## src/rtl/sched_tag_pkg.sv

```systemverilog
package sched_tag_pkg;
  localparam int unsigned TYPE_W = 2;

  typedef enum logic [TYPE_W-1:0] {
    TT_ORDERED = 2'd0,
    TT_ATOMIC  = 2'd1,
    TT_NULL    = 2'd2,
    TT_EMPTY   = 2'd3
  } tag_type_e;

  // bit index in the request vector = priority rank, 0 highest
  typedef enum logic [2:0] {
    OP_NONE    = 3'd0,
    OP_DESCHED = 3'd1,
    OP_GRANT   = 3'd2,
    OP_NSW     = 3'd3,
    OP_SWITCH  = 3'd4
  } tag_op_e;

  localparam int unsigned NUM_OPS = 4;

  typedef enum logic [1:0] {
    TA_KEEP  = 2'd0,
    TA_LOAD  = 2'd1,
    TA_CLEAR = 2'd2
  } tag_act_e;
endpackage

```

## src/rtl/sched_tag_arb.sv

```systemverilog
module sched_tag_arb #(
  parameter int unsigned N = 4
) (
  input  logic         clk_i,
  input  logic         rst_ni,
  input  logic [N-1:0] req_i,
  output logic [N-1:0] win_o
);
  logic [N:0] taken;

  always_comb begin
    taken[0] = 1'b0;
    for (int i = 0; i < N; i++) begin
      win_o[i]   = req_i[i] & ~taken[i];
      taken[i+1] = taken[i] | req_i[i];
    end
  end

  AST_ONE_WINNER: assert property (@(posedge clk_i) disable iff (!rst_ni)
    $onehot0(win_o)) else $error("more than one request accepted");

  AST_TOP_WINS: assert property (@(posedge clk_i) disable iff (!rst_ni)
    req_i[0] |-> win_o[0]) else $error("highest request not accepted");

  AST_ANY_WINS: assert property (@(posedge clk_i) disable iff (!rst_ni)
    (req_i != '0) |-> ($countones(win_o) == 1)) else $error("request lost");
endmodule

```

## src/rtl/sched_tag_rules.sv

```systemverilog
module sched_tag_rules
  import sched_tag_pkg::*;
(
  input  tag_op_e   op_i,
  input  tag_type_e cur_type_i,
  input  tag_type_e req_type_i,
  output tag_type_e nxt_type_o,
  output tag_act_e  tag_act_o,
  output logic      apply_o,
  output logic      done_d_o,
  output logic      err_d_o
);
  logic      legal;
  tag_type_e nxt_raw;
  tag_act_e  act_raw;

  always_comb begin
    legal   = 1'b0;
    nxt_raw = cur_type_i;
    act_raw = TA_KEEP;
    unique case (op_i)
      OP_DESCHED: begin
        legal   = 1'b1;
        nxt_raw = TT_EMPTY;
        act_raw = TA_CLEAR;
      end
      OP_GRANT: begin
        legal   = (req_type_i != TT_EMPTY);
        nxt_raw = req_type_i;
        act_raw = TA_LOAD;
      end
      OP_NSW: begin
        legal   = (cur_type_i != TT_NULL);
        nxt_raw = TT_NULL;
        act_raw = TA_KEEP;
      end
      OP_SWITCH: begin
        legal   = (req_type_i != TT_EMPTY) && (cur_type_i != TT_EMPTY)
                  && !((cur_type_i == TT_NULL) && (req_type_i == TT_NULL));
        nxt_raw = req_type_i;
        act_raw = TA_LOAD;
      end
      default: ;
    endcase
  end

  assign apply_o    = (op_i != OP_NONE) && legal;
  assign nxt_type_o = apply_o ? nxt_raw : cur_type_i;
  assign tag_act_o  = apply_o ? act_raw : TA_KEEP;
  assign done_d_o   = apply_o;
  assign err_d_o    = (op_i != OP_NONE) && !legal;
endmodule

```

## src/rtl/sched_tag_state.sv

```systemverilog
module sched_tag_state
  import sched_tag_pkg::*;
#(
  parameter int unsigned TAG_W = 32
) (
  input  logic             clk_i,
  input  logic             rst_ni,
  input  tag_op_e          op_i,
  input  logic             apply_i,
  input  tag_type_e        nxt_type_i,
  input  tag_act_e         tag_act_i,
  input  logic [TAG_W-1:0] new_tag_i,
  input  logic             done_d_i,
  input  logic             err_d_i,
  output tag_type_e        type_o,
  output logic [TAG_W-1:0] tag_o,
  output logic             atomic_o,
  output logic             done_o,
  output logic             err_o
);
  tag_type_e        type_q;
  logic [TAG_W-1:0] tag_q;
  logic             atomic_q, done_q, err_q;

  always_ff @(posedge clk_i or negedge rst_ni) begin
    if (!rst_ni) begin
      type_q   <= TT_EMPTY;
      tag_q    <= '0;
      atomic_q <= 1'b0;
      done_q   <= 1'b0;
      err_q    <= 1'b0;
    end else begin
      done_q <= done_d_i;
      err_q  <= err_d_i;
      if (apply_i) begin
        type_q   <= nxt_type_i;
        atomic_q <= (nxt_type_i == TT_ATOMIC);
      end
      unique case (tag_act_i)
        TA_LOAD:  tag_q <= new_tag_i;
        TA_CLEAR: tag_q <= '0;
        default:  ;
      endcase
    end
  end

  assign type_o   = type_q;
  assign tag_o    = tag_q;
  assign atomic_o = atomic_q;
  assign done_o   = done_q;
  assign err_o    = err_q;

  AST_NN_EXIT: assert property (@(posedge clk_i) disable iff (!rst_ni)
    ($past(type_q) == TT_EMPTY && type_q != TT_EMPTY)
      |-> ($past(op_i) == OP_GRANT || $past(op_i) == OP_NSW))
    else $error("empty type left by illegal path");

  AST_ERR_FREEZE: assert property (@(posedge clk_i) disable iff (!rst_ni)
    err_q |-> ($stable(type_q) && $stable(tag_q)))
    else $error("state changed on rejected request");

  AST_NO_DONE_ERR: assert property (@(posedge clk_i) disable iff (!rst_ni)
    !(done_q && err_q)) else $error("done and err together");

  AST_DESCHED_EMPTY: assert property (@(posedge clk_i) disable iff (!rst_ni)
    ($past(op_i) == OP_DESCHED) |-> (type_q == TT_EMPTY && tag_q == '0))
    else $error("deschedule did not empty");
endmodule

```

## src/rtl/sched_tag_tracker.sv

```systemverilog
module sched_tag_tracker
  import sched_tag_pkg::*;
#(
  parameter int unsigned TAG_W = 32
) (
  input  logic             clk_i,
  input  logic             rst_ni,
  input  logic             desched_i,
  input  logic             gnt_i,
  input  logic [1:0]       gnt_type_i,
  input  logic [TAG_W-1:0] gnt_tag_i,
  input  logic             nsw_i,
  input  logic             sw_i,
  input  logic [1:0]       sw_type_i,
  input  logic [TAG_W-1:0] sw_tag_i,
  output logic [1:0]       cur_type_o,
  output logic [TAG_W-1:0] cur_tag_o,
  output logic             atomic_o,
  output logic             done_o,
  output logic             err_o
);
  localparam int unsigned W_DESC = 0;
  localparam int unsigned W_GNT  = 1;
  localparam int unsigned W_NSW  = 2;
  localparam int unsigned W_SW   = 3;

  logic [NUM_OPS-1:0] req, win;
  tag_op_e            op;
  tag_type_e          cur_type, req_type, nxt_type;
  tag_act_e           tag_act;
  logic [TAG_W-1:0]   new_tag;
  logic               apply, done_d, err_d;

  assign req[W_DESC] = desched_i;
  assign req[W_GNT]  = gnt_i;
  assign req[W_NSW]  = nsw_i;
  assign req[W_SW]   = sw_i;

  sched_tag_arb #(.N(NUM_OPS)) u_arb (
    .clk_i  (clk_i),
    .rst_ni (rst_ni),
    .req_i  (req),
    .win_o  (win)
  );

  always_comb begin
    op = OP_NONE;
    if      (win[W_DESC]) op = OP_DESCHED;
    else if (win[W_GNT])  op = OP_GRANT;
    else if (win[W_NSW])  op = OP_NSW;
    else if (win[W_SW])   op = OP_SWITCH;
  end

  assign req_type = win[W_GNT] ? tag_type_e'(gnt_type_i) : tag_type_e'(sw_type_i);
  assign new_tag  = win[W_GNT] ? gnt_tag_i : sw_tag_i;

  sched_tag_rules u_rules (
    .op_i       (op),
    .cur_type_i (cur_type),
    .req_type_i (req_type),
    .nxt_type_o (nxt_type),
    .tag_act_o  (tag_act),
    .apply_o    (apply),
    .done_d_o   (done_d),
    .err_d_o    (err_d)
  );

  sched_tag_state #(.TAG_W(TAG_W)) u_state (
    .clk_i      (clk_i),
    .rst_ni     (rst_ni),
    .op_i       (op),
    .apply_i    (apply),
    .nxt_type_i (nxt_type),
    .tag_act_i  (tag_act),
    .new_tag_i  (new_tag),
    .done_d_i   (done_d),
    .err_d_i    (err_d),
    .type_o     (cur_type),
    .tag_o      (cur_tag_o),
    .atomic_o   (atomic_o),
    .done_o     (done_o),
    .err_o      (err_o)
  );

  assign cur_type_o = cur_type;

  AST_ATOMIC_FLAG: assert property (@(posedge clk_i) disable iff (!rst_ni)
    atomic_o == (cur_type_o == 2'd1)) else $error("atomic flag mismatch");

  AST_SW_FROM_EMPTY: assert property (@(posedge clk_i) disable iff (!rst_ni)
    (op == OP_SWITCH && cur_type == TT_EMPTY) |=> (err_o && !done_o))
    else $error("switch from empty not rejected");
endmodule

```

## config.mk

```make
export PLATFORM = sky130hd
export DESIGN_NAME = sched_tag_tracker
export DESIGN_NICKNAME = d
export VERILOG_FILES = /design/src/rtl/sched_tag_pkg.sv /design/src/rtl/sched_tag_arb.sv /design/src/rtl/sched_tag_rules.sv /design/src/rtl/sched_tag_state.sv /design/src/rtl/sched_tag_tracker.sv
export SDC_FILE = /design/constraint.sdc
export NUM_CORES = 1
export LEC_CHECK = 0
export ABC_AREA = 1
export BUFFER_PORTS_ARGS = -buffer_cell sky130_fd_sc_hd__buf_2
export CAP_MARGIN = 20
export CORE_MARGIN = 1.5
export CORE_UTILIZATION = 40
export DETAILED_ROUTE_END_ITERATION = 10
export PLACE_DENSITY_LB_ADDON = 0.05
export SLEW_MARGIN = 40
export SYNTH_ARGS = -nofsm -noshare
export SYNTH_HDL_FRONTEND = slang
export SYNTH_SLANG_ARGS = --single-unit
```

## constraint.sdc

```tcl
create_clock -name clk_i -period 2.2 [get_ports clk_i]
set_input_delay 0.22 -clock clk_i [delete_from_list [all_inputs] [get_ports clk_i]]
set_output_delay 0.22 -clock clk_i [all_outputs]
set_load 0.02 [all_outputs]
```

==> run summary, run 1 <==
RUN STATUS
------------------------------------------------------------------------------------------
Result of the run                                                             finished, final reports clean

ROUTE
------------------------------------------------------------------------------------------
Starting DRT DRC Count                                                                  84
First-pass detailed-route iteration total                                                4
Detailed-route DRC error count                                                           0
Routed wire length                                                                 5.06 mm
Per-cell routed wire length                                                        12.5 µm
Antenna-violating nets left                                                              0
Mean number of vias per cell                                                          4.66
Count of vias placed by the detailed router                                           1887

FLOORPLAN
------------------------------------------------------------------------------------------
Area of the die                                                                   5440 µm²
Site row count                                                                          25
Initial Utilization                                                                  41.8%
Die extent in x                                                                    73.7 µm
Die extent in y                                                                    73.7 µm
Total core area                                                                   4790 µm²
Number of top-level design ports                                                       111

YOSYS
------------------------------------------------------------------------------------------
Cell with the most instances after synthesis                                  sky130_fd_sc_hd__nor2_1
Post-synth top cells                                                          69 x sky130_fd_sc_hd__nor2_1, 47 x sky130_fd_sc_hd__nand2_1, 35 x sky130_fd_sc_hd__dfrtp_1
Ys async rst share                                                                    100%
Cell type contributing the most total cell area after synthesis               sky130_fd_sc_hd__dfrtp_1
Ys flop type                                                                  sky130_fd_sc_hd__dfrtp_1
Flip-flop and latch count after synthesis                                               37
Cell types with the largest area share after synthesis                        sky130_fd_sc_hd__dfrtp_1 44%, sky130_fd_sc_hd__o31ai_2 19%, sky130_fd_sc_hd__nor2_1 13%
Net count after synthesis                                                              299
Number of flops mapped to enable cells by yosys                                          0
Cell Area, Synth                                                                  2000 µm²
Part of the Yosys area used for sequential elements                                  46.4%
Mean post-synth cell area                                                         8.94 µm²
Area share of the largest cell type after synthesis                                  43.8%
Yosys cell types                                                                        22
Mapped Cells                                                                           224
Yosys warning total                                                                      0

CELLS AND AREA
------------------------------------------------------------------------------------------
Multi-input logic area                                                             967 µm²
ANT cells                                                                                0
Net count reported at finish                                                           412
Share of layout cells above drive strength 1                                         50.6%
Final Non-Filler Cells                                                                 405
Layout area overhead                                                                 38.7%
Register area                                                                      928 µm²
Fill cell instance count of the final layout                                           463

WORST SETUP PATH
------------------------------------------------------------------------------------------
Kind of critical path                                                         flop to flop
Element type at the critical path end                                                 flop
Startpoint kind of the worst setup timing path                                        flop
Worst setup slack for register-to-register paths                                   0.16 ns
Worst Path Required                                                                2.39 ns
Critical path fanouts, max                                                              19
Data arrival time at the worst-slack endpoint                                      2.22 ns

STA
------------------------------------------------------------------------------------------
Count of endpoints failing hold in the final timing report                               0
Clock period minus worst slack                                                     2.04 ns
Max Fclk                                                                           491 MHz
Setup repair after global routing missed its margin                                  false
Number of pins exceeding their max-slew limit in the final report                        0
Final critical-path share of the clock period                                        92.5%
Max Clock Skew                                                                  0.00737 ns
Worst slew pin tran                                                               0.482 ns
Max-slew headroom                                                                    67.9%
Worst Slack Setup Final                                                           0.164 ns
Final number of setup-violating endpoints                                                0
Post-Route Hold Slack                                                             0.207 ns

CLOCK NETWORK
------------------------------------------------------------------------------------------
Number of post-CTS setup repair buffers                                                  0
Later-pin clock latency in the skew report                                         0.28 ns
Clock edge transition at the registers on the reported setup and hold paths        0.08 ns
Clock buffer depth                                                                       2
Clock tree from TritonCTS                                                              yes
Depth of the CTS H-tree                                                                  2
Number of sinks on the clock net                                                        37
Number of buffers added by the clock tree synthesis step                                 5
Root Buffer Master                                                            sky130_fd_sc_hd__clkbuf_8

PLACEMENT
------------------------------------------------------------------------------------------
Placed insts                                                                           396
Quantity of I/O buffers inserted on ports                                              110
Sum of net half-perimeters after detailed placement                                3.63 mm
Placer congestion estimate                                                           0.864
Post-placement worst setup slack                                                0.00650 ns

GRT
------------------------------------------------------------------------------------------
Overall routing resource usage                                                       18.9%
First-pass GRT wire length                                                         7.94 mm
Number of antenna violations at the first check in global routing                        0
Pin count of the biggest net entering global routing                                    38
Total global routing overflow                                                            0
Via count of the first global-routing pass                                            1736

POWER
------------------------------------------------------------------------------------------
Power per unit of standard cell area                                            765 nW/µm²
VDD IR-drop max                                                                 0.000444 V
Leakage power                                                                      1.47 nW

WORST HOLD PATH
------------------------------------------------------------------------------------------
Hold/Removal Path Class                                                       primary input to flop

RUN
------------------------------------------------------------------------------------------
Max capacitance violation total                                                          0

worst paths after layout:
kind	cells after the start	to	start
setup / recovery	10	u_state.tag_o[9]	u_state.type_o[1]
setup reg to reg	10	u_state.tag_o[9]	u_state.type_o[1]
max in group asynchronous	2	u_state.type_o[1]	rst_ni
hold / removal	3	u_state.err_o	sw_i
hold reg to reg	2	u_state.tag_o[24]	u_state.tag_o[24]
min in group asynchronous	2	u_state.tag_o[29]	rst_ni
sequential cells by signal (all words and copies together) (netlist names):
| register | cells |
|---|---|
| u_state.done_o | 1 |
| u_state.type_o | 2 |
| u_state.err_o | 1 |
| u_state.tag_o | 32 |
| u_state.atomic_o | 1 |
layer usage:
| metal | GRT usage (%) | vias to the layer above | wire (µm) |
|---|---|---|---|
| met4 | 6.17 | 0 | 47 |
| met1 | 24.0 | 854 | 2170 |
| li1 | - | 960 | - |
| met2 | 31.2 | 69 | 2470 |
| met3 | 4.80 | 4 | 371 |
| met5 | 0 | - | 0 |
placed cells by master (no fill, tap or decap):
master / count
sky130_fd_sc_hd__ha_1: 1
sky130_fd_sc_hd__o21ai_2: 2
sky130_fd_sc_hd__nand4_1: 1
sky130_fd_sc_hd__dfrtp_1: 35
sky130_fd_sc_hd__bufinv_16: 1
sky130_fd_sc_hd__buf_6: 1
sky130_fd_sc_hd__buf_12: 1
sky130_fd_sc_hd__dfstp_2: 2
sky130_fd_sc_hd__nor2_1: 69
sky130_fd_sc_hd__nand3_2: 1
sky130_fd_sc_hd__clkbuf_8: 6
sky130_fd_sc_hd__nand2_1: 47
sky130_fd_sc_hd__dlygate4sd3_1: 1
sky130_fd_sc_hd__clkinvlp_4: 1
sky130_fd_sc_hd__a21oi_4: 1
sky130_fd_sc_hd__nand2_4: 2
sky130_fd_sc_hd__o31ai_2: 30
sky130_fd_sc_hd__nand2_2: 2
sky130_fd_sc_hd__inv_1: 4
sky130_fd_sc_hd__inv_2: 2
sky130_fd_sc_hd__o21ai_1: 1
sky130_fd_sc_hd__buf_2: 109
sky130_fd_sc_hd__buf_4: 9
sky130_fd_sc_hd__or2_4: 1
sky130_fd_sc_hd__nand3_1: 6
sky130_fd_sc_hd__o31ai_1: 2
power by group:
| group | internal [mW] | switching (mW) | total (mW) |
|---|---|---|---|
| Combinational | 0.260 | 0.404 | 0.664 |
| Clock | 0.369 | 0.243 | 0.612 |
| Sequential | 0.793 | 0.0533 | 0.847 |
logic make-up (layout without fill, tap and decap cells):
logic type                 Yosys count  count (layout)  share of synthesized area [%]
and+or+nand+nor                    129             129                           26.1
buffers and inverters               21             135                           5.62
DFF                                 37              37                           46.4
adders and majority gates            1               1                          0.625
AOI/OAI and AO/OA                   36              36                           21.2
through the flow:
stage               total power, mW  area [µm²]  TNS [ns]  util, %
global route                   2.25        2780         0     58.0
CTS                            2.15        2770         0     57.9
floorplan                      1.28        2020    -0.546        -
detailed placement             1.53        2640         0     55.2
global placement               1.52        2640         0     55.1
finish                         2.12        2780         0     58.0
final cells by class:
type	count	share of cell area, %
Clock buffer	6	2.97
Clock inverter	2	1.35
Inverter	6	0.811
Multi-Input combinational cell	166	34.8
Sequential cell	37	33.4
Tap cell	67	3.02
Timing Repair Buffer	121	23.6
worst max-delay path, cell delays in order, from the launching register on:
cell and delay (ns):
sky130_fd_sc_hd__dfstp_2 0.53, sky130_fd_sc_hd__inv_1 0.03, sky130_fd_sc_hd__nor2_1 0.14, sky130_fd_sc_hd__o21ai_2 0.08, sky130_fd_sc_hd__a21oi_4 0.16, sky130_fd_sc_hd__nand2_4 0.06
sky130_fd_sc_hd__nand2_1 0.05, sky130_fd_sc_hd__ha_1 0.23, sky130_fd_sc_hd__or2_4 0.28, sky130_fd_sc_hd__buf_12 0.17, sky130_fd_sc_hd__o31ai_2 0.18
repair_timing:
action / in CTS / in global routing
gates resized for setup: 0 / 2
endpoints found under the setup margin: 0 / 19
endpoints found under the hold margin: 35 / 0
hold buffers: 1 / 0
Note: power is estimated with default switching activity, not from simulation.
==> inputs of run 2 (changes only) <==
BUFFER_PORTS_ARGS = -buffer_cell sky130_fd_sc_hd__buf_4   (was -buffer_cell sky130_fd_sc_hd__buf_2)
==> run 2 against run 1 <==
Effect of this change:
- combinational power up 14%
- utilization up 4.9 points
- clock power down 27%
- die area unchanged
- hold slack worse by 0.00083 ns
- cell count unchanged
- first-iteration DRC count down 4.8%
- critical path depth unchanged
==> run summary, run 2 (same netlist as run 1, synthesis figures left out) <==
CLOCK NETWORK
------------------------------------------------------------------------------------------
Number of sinks on the clock net                                                        37   unchanged
Clock edge transition at the registers on the reported setup and hold paths        0.07 ns   was 0.08 ns
Number of post-CTS setup repair buffers                                                  0   unchanged
Depth of the CTS H-tree                                                                  2   unchanged
Root Buffer Master                                                            sky130_fd_sc_hd__clkbuf_8   unchanged
Number of buffers added by the clock tree synthesis step                                 5   unchanged
Later-pin clock latency in the skew report                                         0.28 ns   about the same
Clock buffer depth                                                                       2   unchanged
Clock tree from TritonCTS                                                              yes   unchanged

FLOORPLAN
------------------------------------------------------------------------------------------
Total core area                                                                   4790 µm²   unchanged
Initial Utilization                                                                  41.8%   unchanged
Die extent in y                                                                    73.7 µm   unchanged
Die extent in x                                                                    73.7 µm   unchanged
Site row count                                                                          25   unchanged
Number of top-level design ports                                                       111   unchanged
Area of the die                                                                   5440 µm²   unchanged

PLACEMENT
------------------------------------------------------------------------------------------
Quantity of I/O buffers inserted on ports                                              110   unchanged
Placed insts                                                                           396   unchanged
Placer congestion estimate                                                           0.862   was 0.864
Post-placement worst setup slack                                                 0.0311 ns   was 0.00650 ns
Sum of net half-perimeters after detailed placement                                3.83 mm   was 3.63 mm

STA
------------------------------------------------------------------------------------------
Number of pins exceeding their max-slew limit in the final report                        0   unchanged
Max Clock Skew                                                                  0.00519 ns   was 0.00737 ns
Clock period minus worst slack                                                     2.04 ns   about the same
Max Fclk                                                                           491 MHz   about the same
Worst slew pin tran                                                               0.482 ns   about the same
Post-Route Hold Slack                                                             0.206 ns   was 0.207 ns
Count of endpoints failing hold in the final timing report                               0   unchanged
Final number of setup-violating endpoints                                                0   unchanged
Final critical-path share of the clock period                                        92.6%   was 92.5%
Worst Slack Setup Final                                                           0.164 ns   about the same
Setup repair after global routing missed its margin                                  false   unchanged
Max-slew headroom                                                                    67.8%   was 67.9%
Setup total negative slack                                                            0 ns   unchanged

POWER
------------------------------------------------------------------------------------------
Switching part of the total                                                          33.3%   was 33.0%
Part of the power in combinational logic                                             36.8%   was 31.3%
Power per unit of standard cell area                                            685 nW/µm²   was 765 nW/µm²
VDD IR-drop max                                                                 0.000332 V   was 0.000444 V
Leakage power                                                                      1.53 nW   was 1.47 nW
Clock network fraction of total power                                                21.6%   was 28.8%
Net Sw Power                                                                      0.687 mW   was 0.701 mW
Fraction of power consumed by sequential logic                                       41.5%   was 39.9%
Internal power                                                                     1.38 mW   was 1.42 mW

GRT
------------------------------------------------------------------------------------------
Total global routing overflow                                                            0   unchanged
First-pass GRT wire length                                                         8.15 mm   was 7.94 mm
Via count of the first global-routing pass                                            1831   was 1736
Overall routing resource usage                                                       19.6%   was 18.9%
Number of antenna violations at the first check in global routing                        0   unchanged
Pin count of the biggest net entering global routing                                    38   unchanged

CELLS AND AREA
------------------------------------------------------------------------------------------
Layout area overhead                                                                 50.3%   was 38.7%
Share of layout cells above drive strength 1                                         49.7%   was 50.6%
Final Non-Filler Cells                                                                 405   unchanged
Leading cell types in the layout, fill and taps excluded                      118 x sky130_fd_sc_hd__buf_4, 69 x sky130_fd_sc_hd__nor2_1, 47 x sky130_fd_sc_hd__nand2_1   was 109 x sky130_fd_sc_hd__buf_2, 69 x sky130_fd_sc_hd__nor2_1, 47 x sky130_fd_sc_hd__nand2_1
Net count reported at finish                                                           412   unchanged
Most frequent standard cell in the layout excluding fill and tap cells        sky130_fd_sc_hd__buf_4   was sky130_fd_sc_hd__buf_2
ANT cells                                                                                0   unchanged
End-of-flow core utilization                                                         62.9%   was 58.0%
Fill cell instance count of the final layout                                           470   was 463
Number of flip-flops in the largest register                                            32   unchanged

WORST SETUP PATH
------------------------------------------------------------------------------------------
Largest incremental delay on the critical path                                     0.53 ns   about the same
Cell depth of the worst flop-to-flop path                                               10   unchanged
Cell Chain, Critical Path                                                     inv_1 -> nor2_1 -> o21ai_2 -> a21oi_4 -> nand2_4 -> nand2_1 -> ha_1 -> or2_4 -> buf_12 -> o31ai_2   unchanged
Reg2reg end                                                                   u_state.tag_o[13]   was u_state.tag_o[9]
Worst setup slack for register-to-register paths                                   0.16 ns   about the same
Critical path's slowest cell                                                  sky130_fd_sc_hd__dfstp_2   unchanged
Critical path fanouts, max                                                              19   unchanged
Element type at the critical path end                                                 flop   unchanged
R2r startpoint                                                                u_state.type_o[1]   unchanged
Startpoint kind of the worst setup timing path                                        flop   unchanged
Data arrival time at the worst-slack endpoint                                      2.22 ns   about the same
Kind of critical path                                                         flop to flop   unchanged
Worst Path Required                                                                2.39 ns   about the same

ROUTE
------------------------------------------------------------------------------------------
Mean number of vias per cell                                                          4.77   was 4.66
Antenna-violating nets left                                                              0   unchanged
Routed metal-1 wirelength                                                          2.13 mm   was 2.17 mm
Total met3 wirelength after detailed routing                                        355 µm   was 371 µm
Count of vias placed by the detailed router                                           1930   was 1887
Detailed-route DRC error count                                                           0   unchanged
Per-cell routed wire length                                                        12.8 µm   was 12.5 µm
Routed wire length                                                                 5.17 mm   was 5.06 mm
Highest routing layer actually used                                                   met4   unchanged
First-pass detailed-route iteration total                                                4   unchanged
Length of routed met2 wiring                                                       2.61 mm   was 2.47 mm
Starting DRT DRC Count                                                                  80   was 84

WORST HOLD PATH
------------------------------------------------------------------------------------------
Worst Hold Path EP                                                            u_state.err_o   unchanged
Critical hold path startpoint                                                         sw_i   unchanged
Min-Delay Path Depth                                                                     3   unchanged
Hold/Removal Path Class                                                       primary input to flop   unchanged

RUN
------------------------------------------------------------------------------------------
Max capacitance violation total                                                          0   unchanged

RUN STATUS
------------------------------------------------------------------------------------------
Result of the run                                                             finished, final reports clean   unchanged

run 2: stage by stage:
step | area (µm²) | power, mW
finish | 3010 | 2.06
global route | 3010 | 2.18
CTS | 3000 | 2.09
detailed placement | 2910 | 1.63
global placement | 2910 | 1.62
floorplan | 2020 | 1.28
run 2: final cells by class:
type                    instances  area [µm²]  share of cell area, %
inverters                       6        22.5                  0.748
well taps                      67        83.8                   2.79
flip-flops and latches         37         928                   30.9
clock buffers                   8        80.1                   2.66
repair buffers                121         927                   30.8
multi-input cells             166         967                   32.1
run 2: critical path: cells and delay by family (launching register included):
family          cells  cell delay (ns)
flops               1             0.53
buf+inv             2             0.21
simple gates        4             0.54
fa+ha+maj           1             0.23
compound gates      3             0.43
run 2: worst max-delay path by stage:
stage | from | end | slack, ns | cells past startpoint
2_1_floorplan | u_state.type_o[1] | u_state.tag_o[0] | -0.02 | 12
3_3_place_gp | desched_i | u_state.tag_o[18] | 0.1 | 13
3_5_place_dp | desched_i | u_state.tag_o[14] | 0.03 | 13
4_1_cts | u_state.type_o[1] | u_state.tag_o[14] | 0.04 | 10
5_1_grt | u_state.type_o[1] | u_state.tag_o[4] | 0.03 | 10
6_report | u_state.type_o[1] | u_state.tag_o[13] | 0.16 | 10
run 2: power groups by stage:
stage	combinational, mW	sequential [mW]	clock (mW)
floorplan	0.280	1.00	0
global placement	0.757	0.866	0
detailed placement	0.766	0.867	0
CTS	0.767	0.857	0.466
global route	0.824	0.870	0.491
finish	0.759	0.857	0.446
run 2: what timing repair did:
item	4_1_cts	5_1_grt
gates resized for setup	0	2
endpoints found under the hold margin	35	0
hold buffers	1	0
endpoints found under the setup margin	0	28
run 2: routing by layer:
metal / vias to the layer above / GRT usage, %
li1: 959 / -
met1: 899 / 23.5
met2: 65 / 33.9
met3: 7 / 4.94
met4: 0 / 6.58
met5: - / 0
==> inputs of run 3 (changes only) <==
CORE_UTILIZATION = 30   (was 40)
clock period = 1.95 ns   (was 2.2 ns; I/O delays follow)
==> run 3 against run 2 <==
Effect of this change:
- the run now ends with setup timing left
- clock power rose by 55%
- critical path type unchanged
- via count rose by 4.1%
- final area rose by 13%
- clock-buffer cell count fell by 1
- largest cell class unchanged
==> run summary, run 3 (same netlist as run 1, synthesis figures left out) <==
RUN STATUS
------------------------------------------------------------------------------------------
Result of the run                                                             finished, violations left   was finished, final reports clean
Violations in the final reports                                               setup timing

FLOORPLAN
------------------------------------------------------------------------------------------
Die extent in y                                                                    84.7 µm   was 73.7 µm
Number of top-level design ports                                                       111   unchanged
Total core area                                                                   6390 µm²   was 4790 µm²
Initial Utilization                                                                  31.3%   was 41.8%
Die extent in x                                                                    84.7 µm   was 73.7 µm
Area of the die                                                                   7170 µm²   was 5440 µm²
Site row count                                                                          29   was 25

CELLS AND AREA
------------------------------------------------------------------------------------------
Fill cell instance count of the final layout                                           601   was 470
Final Non-Filler Cells                                                                 429   was 405
Most frequent standard cell in the layout excluding fill and tap cells        sky130_fd_sc_hd__buf_4   unchanged
Leading cell types in the layout, fill and taps excluded                      130 x sky130_fd_sc_hd__buf_4, 68 x sky130_fd_sc_hd__nor2_1, 46 x sky130_fd_sc_hd__nand2_1   was 118 x sky130_fd_sc_hd__buf_4, 69 x sky130_fd_sc_hd__nor2_1, 47 x sky130_fd_sc_hd__nand2_1
ANT cells                                                                                0   unchanged
Number of flip-flops in the largest register                                            32   unchanged
Layout area overhead                                                                 69.5%   was 50.3%
Net count reported at finish                                                           426   was 412
Share of layout cells above drive strength 1                                         54.3%   was 49.7%

POWER
------------------------------------------------------------------------------------------
Power per unit of standard cell area                                            788 nW/µm²   was 685 nW/µm²
Leakage power                                                                      1.67 nW   was 1.53 nW
Power after layout                                                                 2.67 mW   was 2.06 mW
VDD IR-drop max                                                                 0.000441 V   was 0.000332 V

CLOCK NETWORK
------------------------------------------------------------------------------------------
Later-pin clock latency in the skew report                                         0.28 ns   about the same
Number of buffers added by the clock tree synthesis step                                 5   unchanged
Depth of the CTS H-tree                                                                  2   unchanged
Clock edge transition at the registers on the reported setup and hold paths        0.08 ns   was 0.07 ns
Clock buffer depth                                                                       2   unchanged
Clock tree from TritonCTS                                                              yes   unchanged
Number of sinks on the clock net                                                        37   unchanged
Root Buffer Master                                                            sky130_fd_sc_hd__clkbuf_8   unchanged

ROUTE
------------------------------------------------------------------------------------------
First-pass detailed-route iteration total                                                4   unchanged
Starting DRT DRC Count                                                                  73   was 80
Per-cell routed wire length                                                        14.2 µm   was 12.8 µm
Detailed-route DRC error count                                                           0   unchanged
Count of vias placed by the detailed router                                           2010   was 1930
Routed wire length                                                                 6.09 mm   was 5.17 mm
Antenna-violating nets left                                                              0   unchanged
Mean number of vias per cell                                                          4.69   was 4.77

GRT
------------------------------------------------------------------------------------------
Number of antenna violations at the first check in global routing                        0   unchanged
Overall routing resource usage                                                       17.0%   was 19.6%
First-pass GRT wire length                                                         9.78 mm   was 8.15 mm
Via count of the first global-routing pass                                            2060   was 1831
Total global routing overflow                                                            0   unchanged
Pin count of the biggest net entering global routing                                    38   unchanged

WORST HOLD PATH
------------------------------------------------------------------------------------------
Hold/Removal Path Class                                                       primary input to flop   unchanged

STA
------------------------------------------------------------------------------------------
Number of pins exceeding their max-slew limit in the final report                        0   unchanged
Setup total negative slack                                                       -0.224 ns   was 0 ns
Count of endpoints failing hold in the final timing report                               0   unchanged
Post-Route Hold Slack                                                             0.177 ns   was 0.206 ns
Max Clock Skew                                                                  0.00526 ns   was 0.00519 ns
Final critical-path share of the clock period                                         102%   was 92.6%
Setup repair after global routing missed its margin                                   true   was false
Clock period minus worst slack                                                     1.99 ns   was 2.04 ns
Worst slew pin tran                                                               0.509 ns   was 0.482 ns
Max Fclk                                                                           502 MHz   was 491 MHz
Max-slew headroom                                                                    66.1%   was 67.8%
Worst Slack Setup Final                                                         -0.0437 ns   was 0.164 ns
Final number of setup-violating endpoints                                               21   was 0

PLACEMENT
------------------------------------------------------------------------------------------
Quantity of I/O buffers inserted on ports                                              110   unchanged
Placed insts                                                                           413   was 396
Placer congestion estimate                                                           0.779   was 0.862
Sum of net half-perimeters after detailed placement                                4.08 mm   was 3.83 mm

RUN
------------------------------------------------------------------------------------------
Max capacitance violation total                                                          0   unchanged

WORST SETUP PATH
------------------------------------------------------------------------------------------
Worst Path Required                                                                2.15 ns   was 2.39 ns
R2r startpoint                                                                u_state.type_o[1]   unchanged
Kind of critical path                                                         flop to flop   unchanged
Critical path fanouts, max                                                               6   was 19
First element of the critical path                                            u_state.type_o[1]   unchanged
Cell depth of the worst flop-to-flop path                                               10   unchanged
Worst setup path endpoint                                                     u_state.tag_o[26]   was u_state.tag_o[13]
Reg2reg end                                                                   u_state.tag_o[26]   was u_state.tag_o[13]
Startpoint kind of the worst setup timing path                                        flop   unchanged
Data arrival time at the worst-slack endpoint                                      2.19 ns   was 2.22 ns
Worst setup slack for register-to-register paths                                  -0.04 ns   was 0.16 ns
Element type at the critical path end                                                 flop   unchanged

run 3: layout make-up:
class                   instances  area, µm²  area share (%)
multi-input cells             166       1150            33.8
well taps                      77       96.3            2.84
clock inverters                 1       30.0           0.885
inverters                       6       22.5           0.664
repair buffers                135       1080            31.9
flip-flops and latches         37        928            27.4
clock buffers                   7       86.3            2.54
run 3: critical path: stages, from the launching register on:
cell	delay, ns
sky130_fd_sc_hd__dfstp_2	0.54
sky130_fd_sc_hd__inv_2	0.04
sky130_fd_sc_hd__nor2_2	0.09
sky130_fd_sc_hd__o21ai_2	0.07
sky130_fd_sc_hd__a21oi_4	0.15
sky130_fd_sc_hd__nand2_4	0.07
sky130_fd_sc_hd__nand2_4	0.06
sky130_fd_sc_hd__ha_4	0.19
sky130_fd_sc_hd__or2_4	0.32
sky130_fd_sc_hd__buf_12	0.17
sky130_fd_sc_hd__o31ai_2	0.22
run 3: through the flow:
step	worst slack [ns]	utilization [%]	area, µm²
global placement	-0.127	46.6	2980
finish	-0.0437	53.1	3390
CTS	-0.0342	50.6	3230
detailed placement	-0.156	46.6	2980
floorplan	-0.268	-	2020
global route	-0.101	53.1	3390
run 3: repair_timing:
item                                    CTS  global route
hold buffers                              1             0
endpoints found under the setup margin   32            32
hold endpoints to repair                 35             0
cloned                                    2             0
setup buffers                             2             3
pin swaps                                 5             3
gates resized for setup                  11            20
run 3: worst min-delay path by stage:
stage	cells after the start	slack, ns	endpoint	from
finish	3	0.18	u_state.err_o	sw_i
CTS	3	0.17	u_state.err_o	sw_i
global placement	1	0.21	u_state.tag_o[3]	rst_ni
detailed placement	1	0.21	u_state.tag_o[3]	rst_ni
floorplan	0	-0.10	u_state.atomic_o	rst_ni
global route	3	0.17	u_state.err_o	sw_i
run 3: report_power, final:
group	switching, mW	internal, mW	total, mW	leakage [nW]
clock	0.273	0.417	0.690	0.0585
combinational	0.528	0.491	1.02	1.14
sequential	0.0680	0.895	0.963	0.466
total	0.869	1.80	2.67	1.67
run 3: layer usage:
metal | global-route usage, % | vias to the layer above | wire length, µm
li1 | - | 991 | -
met1 | 21.4 | 945 | 2610
met2 | 29.1 | 69 | 2960
met3 | 4.72 | 5 | 476
met4 | 3.96 | 0 | 51
met5 | 0 | - | 0
